==> src/rtl/uart_tx_pkg.sv <==
package uart_tx_pkg;
  typedef enum logic [2:0] {
    ST_IDLE, ST_START, ST_DATA, ST_PAR, ST_STOP, ST_BREAK
  } tx_state_e;

  typedef struct packed {
    logic [1:0] wlen;
    logic       par_en;
    logic       par_even;
    logic       par_stick;
    logic       two_stop;
  } line_cfg_t;
endpackage

==> src/rtl/uart_tx_bit_timer.sv <==
module uart_tx_bit_timer #(
  parameter int OVS = 16
) (
  input  logic clk,
  input  logic rst_n,
  input  logic tick,
  input  logic hold,
  output logic bit_end
);
  localparam int CW = (OVS > 1) ? $clog2(OVS) : 1;
  localparam logic [CW-1:0] LAST = CW'(OVS - 1);

  logic [CW-1:0] cnt;

  assign bit_end = !hold && tick && (cnt == LAST);

  always_ff @(posedge clk or negedge rst_n) begin
    if (!rst_n)          cnt <= '0;
    else if (hold)       cnt <= '0;
    else if (bit_end)    cnt <= '0;
    else if (tick)       cnt <= cnt + 1'b1;
  end
endmodule

==> src/rtl/uart_tx_parity.sv <==
module uart_tx_parity #(
  parameter int DW = 8
) (
  input  logic [DW-1:0]              data,
  input  uart_tx_pkg::line_cfg_t     cfg,
  output logic                       par_bit
);
  localparam int MIN_BITS = DW - 3;

  logic [DW-1:0] masked;

  generate
    for (genvar i = 0; i < DW; i++) begin : g_mask
      if (i < MIN_BITS) begin : g_always
        assign masked[i] = data[i];
      end else begin : g_sel
        assign masked[i] = data[i] && (int'(cfg.wlen) >= (i - MIN_BITS + 1));
      end
    end
  endgenerate

  always_comb begin
    if (cfg.par_stick) par_bit = !cfg.par_even;
    else if (cfg.par_even) par_bit = ^masked;
    else par_bit = ~^masked;
  end
endmodule

==> src/rtl/uart_tx_frame_fsm.sv <==
module uart_tx_frame_fsm
  import uart_tx_pkg::*;
#(
  parameter int DW = 8
) (
  input  logic          clk,
  input  logic          rst_n,
  input  logic          bit_end,
  input  logic          accept,
  input  logic          send_break,
  input  logic [DW-1:0] in_data,
  input  line_cfg_t     cfg_in,
  input  logic          par_in,
  output tx_state_e     state,
  output logic          txd
);
  localparam int MIN_BITS = DW - 3;
  localparam int BW = $clog2(DW);

  logic [DW-1:0] shreg;
  logic [BW-1:0] bit_idx;
  line_cfg_t     cfg_q;
  logic          par_q;
  logic          second_stop;
  logic [BW-1:0] last_idx;

  assign last_idx = BW'(MIN_BITS - 1) + BW'(cfg_q.wlen);

  always_ff @(posedge clk or negedge rst_n) begin
    if (!rst_n) begin
      state       <= ST_IDLE;
      shreg       <= '0;
      bit_idx     <= '0;
      cfg_q       <= '0;
      par_q       <= 1'b0;
      second_stop <= 1'b0;
    end else begin
      case (state)
        ST_IDLE: begin
          if (send_break) begin
            state <= ST_BREAK;
          end else if (accept) begin
            state       <= ST_START;
            shreg       <= in_data;
            cfg_q       <= cfg_in;
            par_q       <= par_in;
            bit_idx     <= '0;
            second_stop <= 1'b0;
          end
        end
        ST_BREAK: if (!send_break) state <= ST_IDLE;
        ST_START: if (bit_end) state <= ST_DATA;
        ST_DATA: if (bit_end) begin
          shreg <= shreg >> 1;
          if (bit_idx == last_idx) state <= cfg_q.par_en ? ST_PAR : ST_STOP;
          else bit_idx <= bit_idx + 1'b1;
        end
        ST_PAR: if (bit_end) state <= ST_STOP;
        ST_STOP: if (bit_end) begin
          if (cfg_q.two_stop && !second_stop) second_stop <= 1'b1;
          else state <= ST_IDLE;
        end
        default: state <= ST_IDLE;
      endcase
    end
  end

  always_comb begin
    case (state)
      ST_START, ST_BREAK: txd = 1'b0;
      ST_DATA:            txd = shreg[0];
      ST_PAR:             txd = par_q;
      default:            txd = 1'b1;
    endcase
  end
endmodule

==> src/rtl/uart_tx_line.sv <==
module uart_tx_line
  import uart_tx_pkg::*;
#(
  parameter int DW  = 8,
  parameter int OVS = 16
) (
  input  logic          clk,
  input  logic          rst_n,
  input  logic          tick16,
  input  logic          tx_en,
  input  logic [1:0]    wlen,
  input  logic          par_en,
  input  logic          par_even,
  input  logic          par_stick,
  input  logic          two_stop,
  input  logic          send_break,
  input  logic          cts_en,
  input  logic          cts,
  input  logic          hold_empty,
  input  logic          in_valid,
  input  logic [DW-1:0] in_data,
  output logic          in_ready,
  output logic          txd,
  output logic          busy
);
  line_cfg_t cfg_now;
  tx_state_e state;
  logic      bit_end;
  logic      par_now;
  logic      accept;
  logic      frame_active;
  logic      cts_ok;

  assign cfg_now = '{wlen: wlen, par_en: par_en, par_even: par_even,
                     par_stick: par_stick, two_stop: two_stop};

  assign cts_ok       = !cts_en || cts;
  assign frame_active = (state != ST_IDLE) && (state != ST_BREAK);
  assign in_ready     = (state == ST_IDLE) && tx_en && !send_break && cts_ok;
  assign accept       = in_valid && in_ready;
  assign busy         = !hold_empty || frame_active;

  uart_tx_bit_timer #(.OVS(OVS)) u_timer (
    .clk     (clk),
    .rst_n   (rst_n),
    .tick    (tick16),
    .hold    (!frame_active),
    .bit_end (bit_end)
  );

  uart_tx_parity #(.DW(DW)) u_par (
    .data    (in_data),
    .cfg     (cfg_now),
    .par_bit (par_now)
  );

  uart_tx_frame_fsm #(.DW(DW)) u_fsm (
    .clk        (clk),
    .rst_n      (rst_n),
    .bit_end    (bit_end),
    .accept     (accept),
    .send_break (send_break),
    .in_data    (in_data),
    .cfg_in     (cfg_now),
    .par_in     (par_now),
    .state      (state),
    .txd        (txd)
  );
endmodule

==> config.mk <==
export PLATFORM = sky130hd
export DESIGN_NAME = uart_tx_line
export DESIGN_NICKNAME = d
export VERILOG_FILES = /design/src/rtl/uart_tx_pkg.sv /design/src/rtl/uart_tx_bit_timer.sv /design/src/rtl/uart_tx_parity.sv /design/src/rtl/uart_tx_frame_fsm.sv /design/src/rtl/uart_tx_line.sv
export SDC_FILE = /design/constraint.sdc
export NUM_CORES = 1
export LEC_CHECK = 0
export ABC_AREA = 1
export BUFFER_PORTS_ARGS = -buffer_cell sky130_fd_sc_hd__clkbuf_2
export CORE_UTILIZATION = 53
export DETAILED_ROUTE_END_ITERATION = 6
export PLACE_DENSITY = 0.75
export SYNTH_ARGS = -nofsm -noshare
export SYNTH_HDL_FRONTEND = slang
export SYNTH_HIERARCHICAL = 1
export SYNTH_SLANG_ARGS = --single-unit
==> constraint.sdc <==
create_clock -name clk -period 2.7 [get_ports clk]
set_input_delay 0 -clock clk [delete_from_list [all_inputs] [get_ports clk]]
set_output_delay 0 -clock clk [all_outputs]
set_load 0.01 [all_outputs]
==> results of run 1 <==
-- repair_timing --
item / 4_1_cts / 5_1_grt
hold buffers: 7 / 0
endpoints found under the hold margin: 30 / 0
buffers inserted: 0 / 0
-- per-layer routing --
metal | vias to the layer above | share of wire | global-route usage
met3 | 6 | 0.034 | 0.0440
met4 | 0 | 0.012 | 0.0680
met5 | - | 0 | 0
li1 | 830 | - | -
met2 | 27 | 0.44 | 0.331
met1 | 696 | 0.51 | 0.302
-- power by group --
part / total [mW] / internal (mW) / leakage (nW) / switching (mW)
logic: 0.812 / 0.295 / 0.722 / 0.517
clock network: 0.187 / 0.0824 / 0.0210 / 0.104
registers: 0.605 / 0.494 / 0.305 / 0.111
-- final timing paths --
check,from,end,slack (ns),depth (start not counted)
worst max register to register,u_fsm/state[1],u_fsm/shreg[3],0.47,10
worst min register to register,u_fsm/par_q,u_fsm/par_q,0.51,2
min in group asynchronous,rst_n,u_timer/cnt[1],0.20,2
max in group asynchronous,rst_n,u_fsm/state[0],2.11,2
worst max-delay path,u_fsm/state[1],u_fsm/shreg[3],0.47,10
worst min-delay path,in_data[2],u_fsm/shreg[2],0.04,5
-- critical path, stage by stage, from the launching register on --
cell and delay (ns):
dfrtp_1 0.58, nor2_2 0.08, nand2_2 0.09, o21ai_2 0.10, nor3_1 0.42, inv_1 0.13, nand2_2 0.09, nand2_2 0.06
a21oi_4 0.40, nand2_1 0.13, o21ai_2 0.08
-- synth_stat cells (all sizes together) --
| library cell | number |
|---|---|
| a22o | 1 |
| inv | 39 |
| nand3 | 23 |
| nor3b | 1 |
| dfrtp | 24 |
| nand4 | 8 |
| a21oi | 5 |
| buf | 3 |
| nor3 | 2 |
| nand2 | 91 |
| o21ai | 18 |
| xnor2 | 2 |
| xor2 | 1 |
| o221ai | 1 |
| ha | 2 |
| a31oi | 1 |
| nor2 | 20 |
-- stage by stage --
stage | hold slack (ns) | total power, mW | area [um^2] | utilization | worst slack [ns]
final | 0.0382 | 1.60 | 1960 | 0.643 | 0.471
after global routing | 0.0410 | 1.76 | 1960 | 0.643 | 0.239
after CTS | 0.0238 | 1.61 | 1960 | 0.643 | 0.454
after detailed placement | 0.0381 | 1.41 | 1860 | 0.608 | 0.488
after global placement | 0.0384 | 1.39 | 1860 | 0.608 | 0.555
after floorplan | -0.296 | 1.26 | 1710 | - | 0.794
-- area by class of cell --
| class | count | area, um^2 |
|---|---|---|
| flip-flops and latches | 24 | 601 |
| clock buffers | 4 | 36.3 |
| multi-input cells | 176 | 921 |
| inverters | 39 | 146 |
| fillers | 314 | 1090 |
| repair buffers | 33 | 203 |
| well taps | 44 | 55.1 |
-- kinds of logic (layout without fill, tap and decap cells) --
| logic type | after synthesis | in the layout | share of synthesized area |
|---|---|---|---|
| buffers and inverters | 42 | 76 | 0.109 |
| and+or+nand+nor | 145 | 145 | 0.404 |
| xor gates and xnor gates | 3 | 3 | 0.0154 |
| adders and majority gates | 2 | 2 | 0.0147 |
| DFF | 24 | 24 | 0.352 |
| AOI/OAI and AO/OA | 26 | 26 | 0.106 |
-- registers in the layout, summed over array words and instances (netlist names) --
name and count:
u_fsm/cfg_q 4, u_fsm/bit_idx 3, u_fsm/shreg 8, u_fsm/second_stop 1, u_timer/cnt 4, u_fsm/state 3
u_fsm/par_q 1
==> run metrics, run 1 <==
CP Launch Type flip-flop; commonest non-fill, non-tap cell in the layout nand2_1; crit end category flip-flop; core area 3050 um^2; Post-route DRC 0; Pwr Density 817 nW/um^2; routed vias/inst 4.87; Via Count 1,559; max-cap viol count 0; top-area cell type share of the netlist area 0.352; Ys Warns 6; CTS tree yes; Final Hold Vio Count 0; layout cells sized above 1 0.236; final net count 302; wire length per cell 10.3 um; CTS clk-pin slew, worst paths 0.12 ns; Max clock buf depth 2; RSZ-0062 raised after global routing false; I/O Pins 26; Iteration-0 DRC Markers 65; Hold WC Path Type in2reg; area grow syn2layout 15.0%; Crit Path Max Fanout 15; top post-synthesis cells by area dfrtp_1 35%, nand2_1 18%, inv_1 7.7%; Worst IR Drop VDD 0.503 mV; CP Data Arrival Time 2.48 ns; Pleak 1.05 nW; synthesized area 1710 um^2; sequential fraction of the synthesis area 0.352; Slew Viols, Final 0; post_cts resized 0; RePlAce Congestion 0.843; fin crit share 0.826; Synth cell types 27; Port Buf Inserts 25; Rel. slew slack 0.603; clk_skew 0.00125 ns; clock root cell clkbuf_4; cts bufs inserted 3; die width 58.7 um; Mapped Nets 267; worst slew pin tran 0.596 ns; clock sink count 24; die area 3450 um^2; status finished clean; Fmax 0.449 GHz; Die Y-Extent 58.7 um; commonest cells after routing, fill and taps aside 84 x nand2_1, 35 x inv_1, 25 x clkbuf_2; Finish-stage setup viols 0; Row Count 20; crit path kind reg2reg; GRT Overall Usage 0.215; largest net degree at the start of global routing 25; DP Cell Count 309; ANT cells 0; total grt overflow 0; CP required 2.95 ns; #FFs+latches synth 24; TNS Setup 0 ns; initial antenna violation count 0; routed wire length 3280 um; first-pass GRT wire length 5710 um; Gate Count Post-Synth 242; Tmin final 2.23 ns; DRT antenna net count 0; Finished Layout Cells 320; DP HPWL 2470 um; drt pass-1 iters 5; Clk Latency, worst-skew pair 0.31 ns; syn_area_per_cell 7.05 um^2; Initial Util 0.559; cell taking the most area after synthesis dfrtp_1; vias in the first global route 1,356; H-tree levels 1
No activity file was read; power rests on OpenSTA's default activity.
==> run 2: changes to the inputs <==
clock period = 2.3 ns   (was 2.7 ns; I/O delays follow)
==> run 2 against run 1 <==
Effect of this change: cell area decreased by 0.32%; cell count unchanged; total power increased by 15%; flip-flop and latch count unchanged; routed wire length increased by 1.5%; setup slack got worse by 0.21 ns; critical path type unchanged; largest cell class unchanged; largest power group unchanged.
==> run metrics, run 2 (synthesis results as in run 1) <==
status finished clean; Fillers 296; max-cap viol count 0; Post-Layout Inst Area 1960 um^2; worst slack, placed 0.274 ns; post_cts resized 0; Fmax 0.490 GHz; Worst IR Drop VDD 0.586 mV; I/O Pins 26; die width 58.7 um; commonest cells after routing, fill and taps aside 84 x nand2_1, 35 x inv_1, 25 x clkbuf_2; Port Buf Inserts 25; slowest cell delay on critical path 0.59 ns; routed vias/inst 4.85; Final Hold Vio Count 0; Critical Path Start u_fsm/state[1]; clock sink count 24; Tmin final 2.04 ns; final net count 303; initial antenna violation count 0; CTS tree yes; DRT antenna net count 0; crit end category flip-flop; Rel. slew slack 0.601; Post-route DRC 0; RePlAce Congestion 0.848; DP Cell Count 310; largest net degree at the start of global routing 25; most frequent cell on the critical path nand2_2; CP Data Arrival Time 2.28 ns; Hold WC Path Type in2reg; Row Count 20; Finished Layout Cells 320; first-pass GRT wire length 5710 um; r2r endpoint u_fsm/shreg[4]; fin crit share 0.887; Pleak 1.05 nW; Pwr Density 943 nW/um^2; layout cells sized above 1 0.236; Slew Viols, Final 0; crit path kind reg2reg; routed wire length 3330 um; RR Startpoint u_fsm/state[1]; Final WS setup 0.260 ns; CP Launch Type flip-flop; Area after DPL 1860 um^2; H-tree levels 1; vias in the first global route 1,353; max reg flops 8; Crit path max-delay family simple AND/OR/NAND/NOR gates; Finish-stage setup viols 0; RSZ-0062 raised after global routing false; Crit Path Max Fanout 15; Via Count 1,553; CP Depth 10; Initial Util 0.559; CP Buf/Inv Count 1; Critical Path Slowest Stage Cell dfrtp_1; total grt overflow 0; CTS clk-pin slew, worst paths 0.12 ns; area grow syn2layout 14.6%; Iteration-0 DRC Markers 114; cts bufs inserted 3; hold_ws 0.0388 ns; commonest non-fill, non-tap cell in the layout nand2_1; Top Registers u_fsm/shreg (8), u_fsm/cfg_q (4), u_timer/cnt (4); CP required 2.54 ns; Die Y-Extent 58.7 um; die area 3450 um^2; core area 3050 um^2; worst slew pin tran 0.598 ns; ANT cells 0; clk_skew 0.00479 ns; wire length per cell 10.4 um; Clk Latency, worst-skew pair 0.31 ns; reg2reg path depth 10; TNS Setup 0 ns; GRT Overall Usage 0.214; CP Capture Point u_fsm/shreg[4]; Biggest register u_fsm/shreg; DP HPWL 2550 um; r2r setup slk 0.26 ns; clock root cell clkbuf_4; CP cell instances nor2_2 > nand2_2 > o21ai_2 > nor3_1 > inv_1 > nand2_2 > nand2_2 > a21oi_4 > nand2_1 > o21ai_2; Max clock buf depth 2; drt pass-1 iters 5
## run 2: where the power goes
| part | total [mW] | switching [mW] | leakage [nW] | internal (mW) |
|---|---|---|---|---|
| clock network | 0.179 | 0.118 | 0.0138 | 0.0611 |
| registers | 0.711 | 0.131 | 0.305 | 0.580 |
| logic | 0.954 | 0.604 | 0.727 | 0.350 |
| total | 1.84 | 0.853 | 1.05 | 0.991 |
## run 2: worst min-delay path, cell delays in order
cell and delay, ns:
clkbuf_2 0.10, nand2_1 0.05, o21ai_0 0.06, nand2_1 0.06, o21ai_2 0.04
## run 2: cell type report
type	instances	area, um^2	area share
Sequential cell	24	601	0.307
Tap cell	44	55.1	0.0282
Inverter	39	146	0.0749
Timing Repair Buffer	34	210	0.107
Multi-Input combinational cell	176	921	0.471
Clock buffer	3	22.5	0.0115
## run 2: layer usage
layer	part of all wire	GRT usage
met5	0	0
met4	0.0054	0.0442
met3	0.031	0.0396
met2	0.44	0.323
met1	0.53	0.320
## run 2: worst min path at each step
stage	end	start	cells after the start	slack, ns
floorplan	u_fsm/bit_idx[0]	rst_n	0	-0.30
detailed placement	u_timer/cnt[1]	rst_n	1	0.04
global route	u_fsm/shreg[6]	in_data[6]	5	0.07
finish	u_fsm/shreg[3]	in_data[3]	5	0.04
CTS	u_fsm/shreg[3]	in_data[3]	5	0.03
global placement	u_timer/cnt[1]	rst_n	1	0.04
## run 2: what timing repair did
item | 4_1_cts | 5_1_grt
buffers inserted | 0 | 0
hold buffers | 7 | 0
hold endpoints to repair | 30 | 0
## run 2: through the flow
stage	total power, mW	utilization
2_1_floorplan	1.48	-
3_3_place_gp	1.65	0.610
3_5_place_dp	1.66	0.610
4_1_cts	1.85	0.641
5_1_grt	2.02	0.641
6_report	1.84	0.641
